## src/rtl/xpend_pkg.sv

```systemverilog
package xpend_pkg;
    // bit1 = active, bit0 = software latch
    typedef enum logic [1:0] {
        XS_IDLE        = 2'b00,
        XS_LATCHED     = 2'b01,
        XS_ACTIVE      = 2'b10,
        XS_ACT_LATCHED = 2'b11
    } xs_state_e;
endpackage

```

## src/rtl/xpend_decode.sv

```systemverilog
module xpend_decode #(
    parameter int ADDR_W   = 12,
    parameter int BASE_OFF = 'h200,
    parameter int NUM_REGS = 2
) (
    input  logic [ADDR_W-1:0]   addr,
    output logic [NUM_REGS-1:0] sel,
    output logic                hit
);
    for (genvar r = 0; r < NUM_REGS; r++) begin : g_sel
        localparam int OFF = BASE_OFF + 4 * (r + 1);
        assign sel[r] = (addr == ADDR_W'(OFF));
    end
    assign hit = |sel;
endmodule

```

## src/rtl/xpend_filter.sv

```systemverilog
module xpend_filter #(
    parameter int          N         = 64,
    parameter logic [63:0] IMPL_MASK = 64'hFFFF_FFFF_0FFF_FFFF,
    parameter logic [63:0] SEC_GROUP = 64'h0000_00FF_0000_00FF
) (
    input  logic         nonsec,
    input  logic         sec_disable,
    input  logic         affrt_sec,
    input  logic         affrt_nsec,
    output logic [N-1:0] acc_mask
);
    for (genvar i = 0; i < N; i++) begin : g_bit
        if (!IMPL_MASK[i]) begin : g_absent
            assign acc_mask[i] = 1'b0;
        end else if (SEC_GROUP[i]) begin : g_secure
            assign acc_mask[i] = affrt_sec & (sec_disable | ~nonsec);
        end else begin : g_nonsecure
            assign acc_mask[i] = affrt_nsec;
        end
    end
endmodule

```

## src/rtl/xpend_cell.sv

```systemverilog
module xpend_cell
    import xpend_pkg::*;
(
    input  logic clk,
    input  logic rst_n,
    input  logic lvl,
    input  logic set,
    input  logic ack,
    input  logic deact,
    input  logic clr,
    output logic pend,
    output logic active
);
    xs_state_e state, nxt;
    logic      drop;

    assign drop = clr & ~set;

    always_comb begin
        nxt = state;
        unique case (state)
            XS_IDLE: begin
                if (ack && lvl)   nxt = set ? XS_ACT_LATCHED : XS_ACTIVE;
                else if (set)     nxt = XS_LATCHED;
                else              nxt = XS_IDLE;
            end
            XS_LATCHED: begin
                if (ack)          nxt = set ? XS_ACT_LATCHED : XS_ACTIVE;
                else if (drop)    nxt = XS_IDLE;
                else              nxt = XS_LATCHED;
            end
            XS_ACTIVE: begin
                if (deact)        nxt = set ? XS_LATCHED : XS_IDLE;
                else              nxt = set ? XS_ACT_LATCHED : XS_ACTIVE;
            end
            XS_ACT_LATCHED: begin
                if (deact)        nxt = drop ? XS_IDLE : XS_LATCHED;
                else              nxt = drop ? XS_ACTIVE : XS_ACT_LATCHED;
            end
            default:              nxt = XS_IDLE;
        endcase
    end

    always_ff @(posedge clk) begin
        if (!rst_n) state <= XS_IDLE;
        else        state <= nxt;
    end

    always_comb begin
        unique case (state)
            XS_IDLE:        begin pend = lvl;  active = 1'b0; end
            XS_LATCHED:     begin pend = 1'b1; active = 1'b0; end
            XS_ACTIVE:      begin pend = lvl;  active = 1'b1; end
            XS_ACT_LATCHED: begin pend = 1'b1; active = 1'b1; end
            default:        begin pend = 1'b0; active = 1'b0; end
        endcase
    end
endmodule

```

## src/rtl/xpend_bank.sv

```systemverilog
module xpend_bank #(
    parameter int          NUM_REGS  = 2,
    parameter int          REG_W     = 32,
    parameter int          ADDR_W    = 12,
    parameter int          BASE_OFF  = 'h200,
    parameter logic [63:0] IMPL_MASK = 64'hFFFF_FFFF_0FFF_FFFF,
    parameter logic [63:0] SEC_GROUP = 64'h0000_00FF_0000_00FF,
    localparam int         NUM_IRQ   = NUM_REGS * REG_W
) (
    input  logic               clk,
    input  logic               rst_n,
    input  logic               bus_valid,
    input  logic               bus_write,
    input  logic [ADDR_W-1:0]  bus_addr,
    input  logic [REG_W-1:0]   bus_wdata,
    input  logic               bus_nonsec,
    input  logic               sec_disable,
    input  logic               affrt_sec,
    input  logic               affrt_nsec,
    input  logic [NUM_IRQ-1:0] irq_level,
    input  logic [NUM_IRQ-1:0] ack_strobe,
    input  logic [NUM_IRQ-1:0] deact_strobe,
    input  logic [NUM_IRQ-1:0] clrpend_strobe,
    output logic [REG_W-1:0]   bus_rdata,
    output logic [NUM_IRQ-1:0] pend_out,
    output logic [NUM_IRQ-1:0] active_out
);
    logic [NUM_REGS-1:0] sel;
    logic                hit;
    logic [NUM_IRQ-1:0]  acc_mask;
    logic [NUM_IRQ-1:0]  set_vec;
    logic [NUM_IRQ-1:0]  cell_pend;
    logic [NUM_IRQ-1:0]  cell_act;
    logic                wr_en;
    logic                rd_en;
    logic [REG_W-1:0]    rd_word;
    logic [REG_W-1:0]    acc_word;

    assign wr_en = bus_valid & bus_write & hit;
    assign rd_en = bus_valid & ~bus_write;

    xpend_decode #(
        .ADDR_W  (ADDR_W),
        .BASE_OFF(BASE_OFF),
        .NUM_REGS(NUM_REGS)
    ) u_decode (
        .addr(bus_addr),
        .sel (sel),
        .hit (hit)
    );

    xpend_filter #(
        .N        (NUM_IRQ),
        .IMPL_MASK(IMPL_MASK),
        .SEC_GROUP(SEC_GROUP)
    ) u_filter (
        .nonsec     (bus_nonsec),
        .sec_disable(sec_disable),
        .affrt_sec  (affrt_sec),
        .affrt_nsec (affrt_nsec),
        .acc_mask   (acc_mask)
    );

    for (genvar r = 0; r < NUM_REGS; r++) begin : g_reg
        assign set_vec[r*REG_W +: REG_W] =
            {REG_W{wr_en & sel[r]}} & bus_wdata & acc_mask[r*REG_W +: REG_W];
    end

    for (genvar i = 0; i < NUM_IRQ; i++) begin : g_irq
        xpend_cell u_cell (
            .clk   (clk),
            .rst_n (rst_n),
            .lvl   (irq_level[i] & IMPL_MASK[i]),
            .set   (set_vec[i]),
            .ack   (ack_strobe[i]),
            .deact (deact_strobe[i]),
            .clr   (clrpend_strobe[i]),
            .pend  (cell_pend[i]),
            .active(cell_act[i])
        );
    end

    assign pend_out   = cell_pend & IMPL_MASK[NUM_IRQ-1:0];
    assign active_out = cell_act  & IMPL_MASK[NUM_IRQ-1:0];

    always_comb begin
        rd_word  = '0;
        acc_word = '0;
        for (int r = 0; r < NUM_REGS; r++) begin
            if (sel[r]) begin
                acc_word = acc_word | acc_mask[r*REG_W +: REG_W];
                rd_word  = rd_word | (pend_out[r*REG_W +: REG_W] & acc_mask[r*REG_W +: REG_W]);
            end
        end
    end

    always_ff @(posedge clk) begin
        if (!rst_n)     bus_rdata <= '0;
        else if (rd_en) bus_rdata <= rd_word;
    end
endmodule

```

## config.mk

```make
export PLATFORM = sky130hd
export DESIGN_NAME = xpend_bank
export DESIGN_NICKNAME = d
export VERILOG_FILES = /design/src/rtl/xpend_pkg.sv /design/src/rtl/xpend_decode.sv /design/src/rtl/xpend_filter.sv /design/src/rtl/xpend_cell.sv /design/src/rtl/xpend_bank.sv
export SDC_FILE = /design/constraint.sdc
export NUM_CORES = 1
export LEC_CHECK = 0
export CAP_MARGIN = 20
export CORE_AREA = 2 2 184 186
export CTS_CLUSTER_SIZE = 12
export DETAILED_ROUTE_END_ITERATION = 6
export DIE_AREA = 0 0 186 188
export PLACE_DENSITY_LB_ADDON = 0.15
export SETUP_SLACK_MARGIN = 0.2
export SLEW_MARGIN = 20
export SYNTH_ARGS = -nofsm -noshare
export SYNTH_HDL_FRONTEND = slang
export SYNTH_SLANG_ARGS = --single-unit
export TNS_END_PERCENT = 50
```

## constraint.sdc

```tcl
create_clock -name clk -period 1.5 [get_ports clk]
set_input_delay 0.375 -clock clk [delete_from_list [all_inputs] [get_ports clk]]
set_output_delay 0.375 -clock clk [all_outputs]
set_load 0.01 [all_outputs]
```

Word level (Yosys, flattened, before mapping):

Index checks and enable logic that the tools add are counted.

* register bits after elaboration: 152
* bits of input ports: 308
* output and inout port bits: 160
* logic and storage cells: 1402

* multiplexer cells: 662
* bitwise logic cells: 136
* equality and inequality tests: 182
* reductions and logical operators: 361

Operator list (count)
* $reduce_or A2 Y1: 241
* $mux W2: 240
* $pmux W2 S4: 60
* $eq A2 B2 Y1 const B: 120
* $mux W1: 240
* $pmux W1 S2: 120
* $eq A2 B1 Y1 const B: 60
* $logic_not A2 Y1: 60
* $and A32 B32 Y32: 3
* $and A28 B28 Y28: 3
* $and A1 B1 Y1: 66
* $mux W32: 2
* $not A1 Y1: 62
* $logic_and A1 B1 Y1: 60
* $or A32 B32 Y32: 1
* $eq A12 B10 Y1 const B: 2
* $or A1 B1 Y1: 1

Logic depth before layout (Yosys ltp):

Gate-level depths: netlist (run 1).

* word-level depth: 11
* gate-level depth with buffers: 5

Hierarchy:

From an unflattened synthesis (run 1), not the netlist that was laid out.

* cells, all modules: 959
* area total of the unflattened synthesis: 8383.0 um^2

By module, submodules not included
* xpend_cell: cells an instance 10, area each 96.3 um^2, seq. area each 40.0 um^2, times used 60
* xpend_bank: cells an instance 285, area each 2043.2 um^2, seq. area each 640.6 um^2, times used 1
* xpend_filter: cells an instance 66, area each 488.0 um^2, seq. area each 0.0 um^2, times used 1
* xpend_decode: cells an instance 8, area each 71.3 um^2, seq. area each 0.0 um^2, times used 1

Least setup slack after synthesis (run 1):

No wires, ideal clock.

* path kind: in2reg
* from: in bus_addr[11]
* to: reg bus_rdata[0]
* data required time: 1.440 ns
* library setup time: 0.060 ns
* data arrival time: 1.451 ns
* setup slack: -0.011 ns
* stages on the path: 4
* cells stage by stage: nor4_4 -> nand4_1 -> nor3b_2 -> a22o_1

* longest elaborated chain between the ends: 4
* elaborated cells between the ends (all ways): 5
* those cells by class: 2 x eq/ne; 2 x mux; 1 x bitwise

Ends and longest elaborated chain
* from (decl): line xpend_bank.sv:14 `input logic [ADDR_W-1:0] bus_addr,`
* $eq A12 B10 Y1: line xpend_decode.sv:12 `assign sel[r] = (addr == ADDR_W'(OFF));`
* $mux W32: line xpend_bank.sv:90 `if (sel[r]) begin`
* $or A32 B32 Y32: line xpend_bank.sv:92 `rd_word = rd_word | (pend_out[r*REG_W +: REG_W] & acc_mask[r*REG_W +: REG_W]);`
* $mux W32 (*): line xpend_bank.sv:90
* to (signal assigned): line xpend_bank.sv:99 `else if (rd_en) bus_rdata <= rd_word;`
* to (decl): line xpend_bank.sv:24 `output logic [REG_W-1:0] bus_rdata,`

Every way passes the cells marked *; elsewhere a longest branch is shown, timed or not.
A chain may end at the register's enable or synchronous reset.

Worst setup path after layout (run 1):

* from: in bus_addr[4]
* to: reg g_irq[45].u_cell.state[0]

* longest elaborated chain between the ends: 11
* elaborated cells between the ends (all ways): 18
* those cells by class: 2 x eq/ne; 9 x mux; 6 x bitwise; 1 x reduce/logical

Ends and longest elaborated chain
* $eq A12 B10 Y1: line xpend_decode.sv:12
* $reduce_or A2 Y1: line xpend_decode.sv:14 `assign hit = |sel;`
* $and A1 B1 Y1: line xpend_bank.sv:39 `assign wr_en = bus_valid & bus_write & hit;`
* $and A1 B1 Y1 (*): line xpend_bank.sv:66 `{REG_W{wr_en & sel[r]}} & bus_wdata & acc_mask[r*REG_W +: REG_W];`
* $and A32 B32 Y32 (*) (2 in a row): line xpend_bank.sv:66
* $not A1 Y1: line xpend_cell.sv:17 `assign drop = clr & ~set;`
* $and A1 B1 Y1: line xpend_cell.sv:17
* $mux W1: line xpend_cell.sv:29, xpend_cell.sv:37, xpend_cell.sv:38
* $mux W2, on equally long branches: line xpend_cell.sv:37, xpend_cell.sv:28
* $pmux W2 S4 (*): line xpend_cell.sv:21 `unique case (state)`
* to (signal assigned): line xpend_cell.sv:46 `else state <= nxt;`
* to (decl): line xpend_cell.sv:14 `xs_state_e state, nxt;`

Marks and branches as above.

==> results of run 1 <==
## cell usage in the layout (no fill, tap or decap), drive strengths merged, types with 22 or more instances in the layout
cell and instances:
and2 75, buf 344, clkbuf 29, clkdlybuf4s50 213
dfxtp 152, dlygate4sd2 46, dlymetal6s2s 23, inv 120
nand2 92, nand2b 22, nand4b 38, nor2 60
o21ai 59, o22ai 66
## repair_timing
| action | 4_1_cts | 5_1_grt |
|---|---|---|
| gates cloned | 7 | 1 |
| resized for setup | 733 | 501 |
| endpoints found under the setup margin | 244 | 234 |
| hold endpoints to repair | 0 | 0 |
| pin swaps | 89 | 107 |
| buffers inserted | 83 | 10 |
## per-layer routing
| layer | wire (um) | track usage [%] | part of all wire, % |
|---|---|---|---|
| met2 | 17200 | 34.1 | 50 |
| met3 | 3010 | 6.60 | 8.8 |
| met1 | 13300 | 20.3 | 39 |
| met5 | 0 | 0 | 0 |
| met4 | 677 | 6.57 | 2.0 |
## final timing paths
path	from	depth (start not counted)	end	slack, ns
max reg2reg	g_irq[62].u_cell.state[0]$_SDFF_PN0_	10	g_irq[62].u_cell.state[1]$_SDFF_PN0_	0.21
min reg2reg	bus_rdata[30]$_SDFFE_PN0P_	2	bus_rdata[30]$_SDFFE_PN0P_	0.45
min	irq_level[61]	3	bus_rdata[29]$_SDFFE_PN0P_	0.35
max	bus_addr[4]	11	g_irq[45].u_cell.state[0]$_SDFF_PN0_	0.02
## area by class of cell
type | count | area (um2)
flip-flops and latches | 152 | 3230
inverters | 118 | 443
multi-input cells | 510 | 3580
clock buffers | 20 | 457
repair buffers | 637 | 6170
fillers | 3292 | 18500
diodes | 4 | 10.0
well taps | 448 | 561
clock inverters | 12 | 166
## power by group through the flow
| stage | Sequential (mW) | Clock, mW | Combinational, mW |
|---|---|---|---|
| 6_report | 4.20 | 4.70 | 2.24 |
| 5_1_grt | 4.21 | 5.00 | 2.41 |
| 4_1_cts | 4.18 | 4.84 | 2.14 |
| 3_5_place_dp | 4.27 | 0 | 2.07 |
| 3_3_place_gp | 4.27 | 0 | 2.08 |
| 2_1_floorplan | 4.25 | 0 | 0.885 |
## worst max-delay path, cell delays in order
cell,delay [ns]
buf_6,0.09
nor4_4,0.25
buf_4,0.18
buf_6,0.10
and2_4,0.14
buf_6,0.09
nand4_1,0.08
buf_6,0.15
buf_12,0.13
buf_16,0.14
o21ai_1,0.10
## sequential cells by signal (all words and copies together), names as in the netlist
signal              flops
g_irq.u_cell.state    120
bus_rdata              32
## cells by family (layout without fill, tap and decap cells)
| family | Yosys count | count (layout) | synth area share, % |
|---|---|---|---|
| simple gates | 332 | 332 | 24.0 |
| compound gates | 170 | 170 | 14.0 |
| buf+inv | 336 | 787 | 22.6 |
| flops | 152 | 152 | 39.4 |
| other cells | 1 | 12 | 0.0485 |
## metrics by stage
stage / setup slack [ns] / util [%]
floorplan: 0.00666 / -
global placement: -0.790 / 37.1
detailed placement: -0.838 / 37.1
CTS: 0.00746 / 42.0
global route: -0.0534 / 44.1
finish: 0.0227 / 44.2
==> impl_metrics.csv, run 1 <==
group,metric,value,unit
finish,post_route_cells_drive_above_1_share,47.1,%
die,initial_core_util,23.3,%
synth,netlist_area,7730,um2
finish,syn_to_layout_area_delta,89.2,%
die,die_w,186,um
synth,yosys_warning_count,0,
synth,synth_cells,991,
die,die-height,188,um
die,pin_count,468,
pwr,share_clk_of_total_power,42.2,%
synth,portion_of_the_post_synthesis_area_used_by_sequential_elements,39.4,%
die,placement_rows,67,
synth,synthDominantAreaCellType,"dfxtp_1",
hold_path,worst_hold_path_class,"in -> reg",
cts,clock_root_buffer,"clkbuf_16",
finish,post_layout_nonfiller_instances,1901,
placement,dpl.cell_count,1764,
pwr,worst_ir_drop_vdd,0.705,mV
pwr,sw_frac_of_total,25.9,%
die,die_area,35000,um2
pwr,power.combinational.fraction,20.1,%
placement,detailedPlacementHpwl,24.8,mm
placement,gp_routability_congestion,0.823,
cts,numClockSinks,152,
placement,detailed_place.area,12300,um2
synth,async_flop_share,0,%
synth,synth.top_cell.area_share,39.4,%
grt,antenna_found_initial,3,
detailed_routing,via_count,8052,
critical_path,worstPathRequired,1.86,ns
finish,final_net_count,1744,
detailed_routing,drc,0,
die,placeable_core_region,33100,um2
grt,globalRouteOverflowTotal,0,
synth,avgSynthCellArea,7.80,um2
critical_path,cp.arrival,1.84,ns
timing,finalWorstPathRequiredPeriod,1.48,ns
synth,cells_taking_the_most_area_after_synthesis,"dfxtp_1, buf_4, and2_1",
pwr,power_leakage,6.55,nW
synth,synth_edf_count,0,
job,number_of_max_cap_violations,0,
pwr,internal_power,8.26,mW
critical_path,crit_path_max_fanout,5,
timing,clock-skew-final,0.0112,ns
cts,clk_path_buf_depth,2,
pwr,net-switching-power,2.88,mW
cts,cts.hold.buffers_added,0,
pwr,total_power,11.1,mW
pwr,pwr_density_cell,762,nW/um2
cts,cts_tree,"yes",
timing,fmaxAchievable,677,MHz
cts,insertion_delay,0.44,ns
detailed_routing,detailedRoute.firstIterationViolations,228,
timing,finalSetupTns,0,ns
timing,report.final.setup_viol,0,
grt,first_global_vias,8348,
critical_path,worstSetupEndpointType,"register",
grt,grt_pass1_wl,48.5,mm
detailed_routing,routed_wire_per_std_cell,18.0,um
finish,design_area,14600,um2
detailed_routing,drt_first_pass_iters,4,
synth,synth.most_common_cell,"dfxtp_1",
critical_path,setup.worst_path.class,"in -> reg",
critical_path,crit_path_start_kind,"input pin",
synth,synth.top_cells.by_count,"dfxtp_1, buf_4, inv_1",
grt,grt_util_all_layers,18.9,%
grt,grt_max_degree,69,
detailed_routing,routed_wirelength,34.2,mm
timing,maxSlewViolCount,0,
cts,cts.htree.levels,4,
synth,ys_seq_elements,152,
placement,io_buffers,443,
timing,final_min_period_over_clock_period,98.5,%
run_status,run_status,"complete, no violations",
synth,dominantRegCellSynth,"dfxtp_1",
timing,final-hold-violation-count,0,
cts,clock_buffers_created_by_tritoncts,17,
synth,synth_cell_type_count,32,
detailed_routing,viasPerCell,4.24,
pwr,p_seq_share,37.7,%
detailed_routing,ant_nets,0,
timing,finalHoldWorstSlack,0.349,ns
cts,worst_setup_hold_path_clk_slew,0.07,ns
timing,setup_repair_after_global_routing_missed_its_margin,"true",
(Power assumes the default switching activity.)
==> run 2, diff against run 1 <==
SLEW_MARGIN = 0   (was 20)
clock period = 1.7 ns   (was 1.5 ns; I/O delays follow)
==> run 2 against run 1 <==
  * Clock-buffer cell count shrank 2
  * Setup slack improved by 0.19 ns
  * Critical path depth is 2 lower
  * Sequential share of layout area down 0.16 points
  * Cell area is 2.7% lower
  * Largest power group unchanged
  * Highest routed layer is now met5
==> impl_metrics.csv, run 2 (synthesis results as in run 1) <==
group,metric,value,unit
critical_path,list_of_cells_traversed_by_the_critical_path,"buf_6 > nor4_4 > buf_4 > buf_6 > and2_4 > nand4_1 > buf_4 > clkbuf_16 > o22ai_1",
critical_path,critical_path_stages,9,
hold_path,worst_hold_path_class,"in -> reg",
grt,grt_max_degree,40,
cts,clock_buffers_created_by_tritoncts,17,
critical_path,critical_path.top_delay_family,"buffers and inverters",
detailed_routing,drc,0,
pwr,power_leakage,6.20,nW
critical_path,worstPathRequired,2.06,ns
finish,layout_top_registers,"g_irq.u_cell.state: 120 flops, bus_rdata: 32 flops",
critical_path,crit_path_start_kind,"input pin",
cts,clk_path_buf_depth,2,
timing,report.final.setup_viol,0,
die,die_w,186,um
critical_path,worstSetupEndpointType,"register",
critical_path,setup.worst_path.class,"in -> reg",
placement,detailedPlacementHpwl,24.3,mm
placement,dpl.cell_count,1769,
finish,largest_register_ffs,120,
grt,antenna_found_initial,6,
die,initial_core_util,23.3,%
placement,io_buffers,443,
cts,numClockSinks,152,
finish,post_layout_nonfiller_instances,1912,
detailed_routing,via_count,8052,
cts,clock_root_buffer,"clkbuf_16",
run_status,run_status,"complete, no violations",
die,placement_rows,67,
pwr,total_power,9.81,mW
critical_path,crit_path_max_fanout,5,
placement,detailed_place.area,12300,um2
timing,final-hold-violation-count,0,
detailed_routing,viasPerCell,4.21,
critical_path,critical-path-slowest-cell,"nor4_4",
die,placeable_core_region,33100,um2
grt,first_global_vias,8376,
pwr,worst_ir_drop_vdd,0.607,mV
timing,clock-skew-final,0.00907,ns
finish,final_net_count,1753,
cts,insertion_delay,0.43,ns
critical_path,r2r_cells,8,
grt,grt_util_all_layers,18.4,%
timing,maxSlewViolCount,0,
die,pin_count,468,
timing,final_min_period_over_clock_period,87.7,%
detailed_routing,routed_wirelength,33.9,mm
hold_path,min_path_cells,3,
cts,worst_setup_hold_path_clk_slew,0.06,ns
critical_path,critPathBufInv,5,
finish,final_core_util,43.0,%
cts,cts_tree,"yes",
die,die-height,188,um
detailed_routing,routed_wire_per_std_cell,17.7,um
pwr,pwr_density_cell,689,nW/um2
critical_path,critical_path.max_stage_delay,0.29,ns
finish,layout_commonest_cell,"clkdlybuf4s50_1",
finish,post_route_cells_drive_above_1_share,34.9,%
timing,finalSetupTns,0,ns
finish,syn_to_layout_area_delta,84.2,%
timing,finalWorstPathRequiredPeriod,1.49,ns
detailed_routing,detailedRoute.firstIterationViolations,274,
job,number_of_max_cap_violations,0,
timing,fmaxAchievable,670,MHz
detailed_routing,drt_first_pass_iters,4,
placement,gp_routability_congestion,0.796,
grt,globalRouteOverflowTotal,0,
finish,filler_cell_count,3328,
finish,largest-register,"g_irq.u_cell.state",
critical_path,cp.arrival,1.85,ns
cts,cts.htree.levels,4,
finish,layout.cells.most_common_list,"clkdlybuf4s50_1, buf_4, inv_1, nand2_1, dfxtp_1",
finish,design_area,14200,um2
timing,setup_repair_after_global_routing_missed_its_margin,"true",
detailed_routing,ant_nets,0,
die,die_area,35000,um2
grt,grt_pass1_wl,47.6,mm
==> run 2: path summary, 6_finish.rpt <==
path / slack (ns) / end / start
worst max-delay path: 0.21 / g_irq[17].u_cell.state[0]$_SDFF_PN0_ / bus_addr[5]
worst min-delay path: 0.43 / bus_rdata[29]$_SDFFE_PN0P_ / irq_level[61]
worst max register to register: 0.40 / g_irq[41].u_cell.state[1]$_SDFF_PN0_ / g_irq[41].u_cell.state[0]$_SDFF_PN0_
worst min register to register: 0.44 / bus_rdata[29]$_SDFFE_PN0P_ / bus_rdata[29]$_SDFFE_PN0P_
==> run 2: worst reg2reg max path, cell delays in order (launching register included) <==
cell and delay, ns:
dfxtp_2 0.35, nor2_4 0.04, buf_4 0.12, buf_4 0.12, buf_4 0.12, buf_4 0.12
buf_4 0.14, o22ai_1 0.11, and2_1 0.14
==> run 2: stage by stage <==
step,hold slack [ns],setup slack (ns)
floorplan,0.466,0.157
global placement,0.433,-0.504
detailed placement,0.447,-0.548
CTS,0.386,-0.0665
global route,0.453,0.157
finish,0.430,0.208
==> run 2: layer usage <==
| layer | vias up | global-route usage (%) | share of wire [%] |
|---|---|---|---|
| li1 | 4008 | - | - |
| met1 | 3694 | 19.2 | 38 |
| met2 | 314 | 33.2 | 51 |
| met3 | 34 | 7.75 | 9.2 |
| met4 | 2 | 5.48 | 1.9 |
| met5 | - | 0 | 0.038 |
==> run 2: repair_timing <==
item                       in CTS  in global routing
gates cloned                    4                  3
hold endpoints to repair        0                  0
pin swaps                      68                 63
gates resized for setup       708                 94
buffers inserted               81                 17
hold buffers                    0                  0
setup endpoints to repair     244                191
==> run 2: where the power goes <==
| part | switching [mW] | total, mW | internal (mW) |
|---|---|---|---|
| Sequential | 0.0474 | 3.69 | 3.64 |
| Combinational | 0.740 | 1.96 | 1.22 |
| Clock | 1.69 | 4.17 | 2.47 |
==> run 2: layout make-up <==
| cell class | count | area [um2] | area share, % |
|---|---|---|---|
| repair buffers | 646 | 6030 | 42.4 |
| flip-flops and latches | 152 | 3120 | 21.9 |
| multi-input cells | 510 | 3440 | 24.2 |
| well taps | 448 | 561 | 3.94 |
| inverters | 118 | 443 | 3.11 |
| diodes | 6 | 15.0 | 0.106 |
| clock inverters | 14 | 196 | 1.38 |
| clock buffers | 18 | 429 | 3.02 |
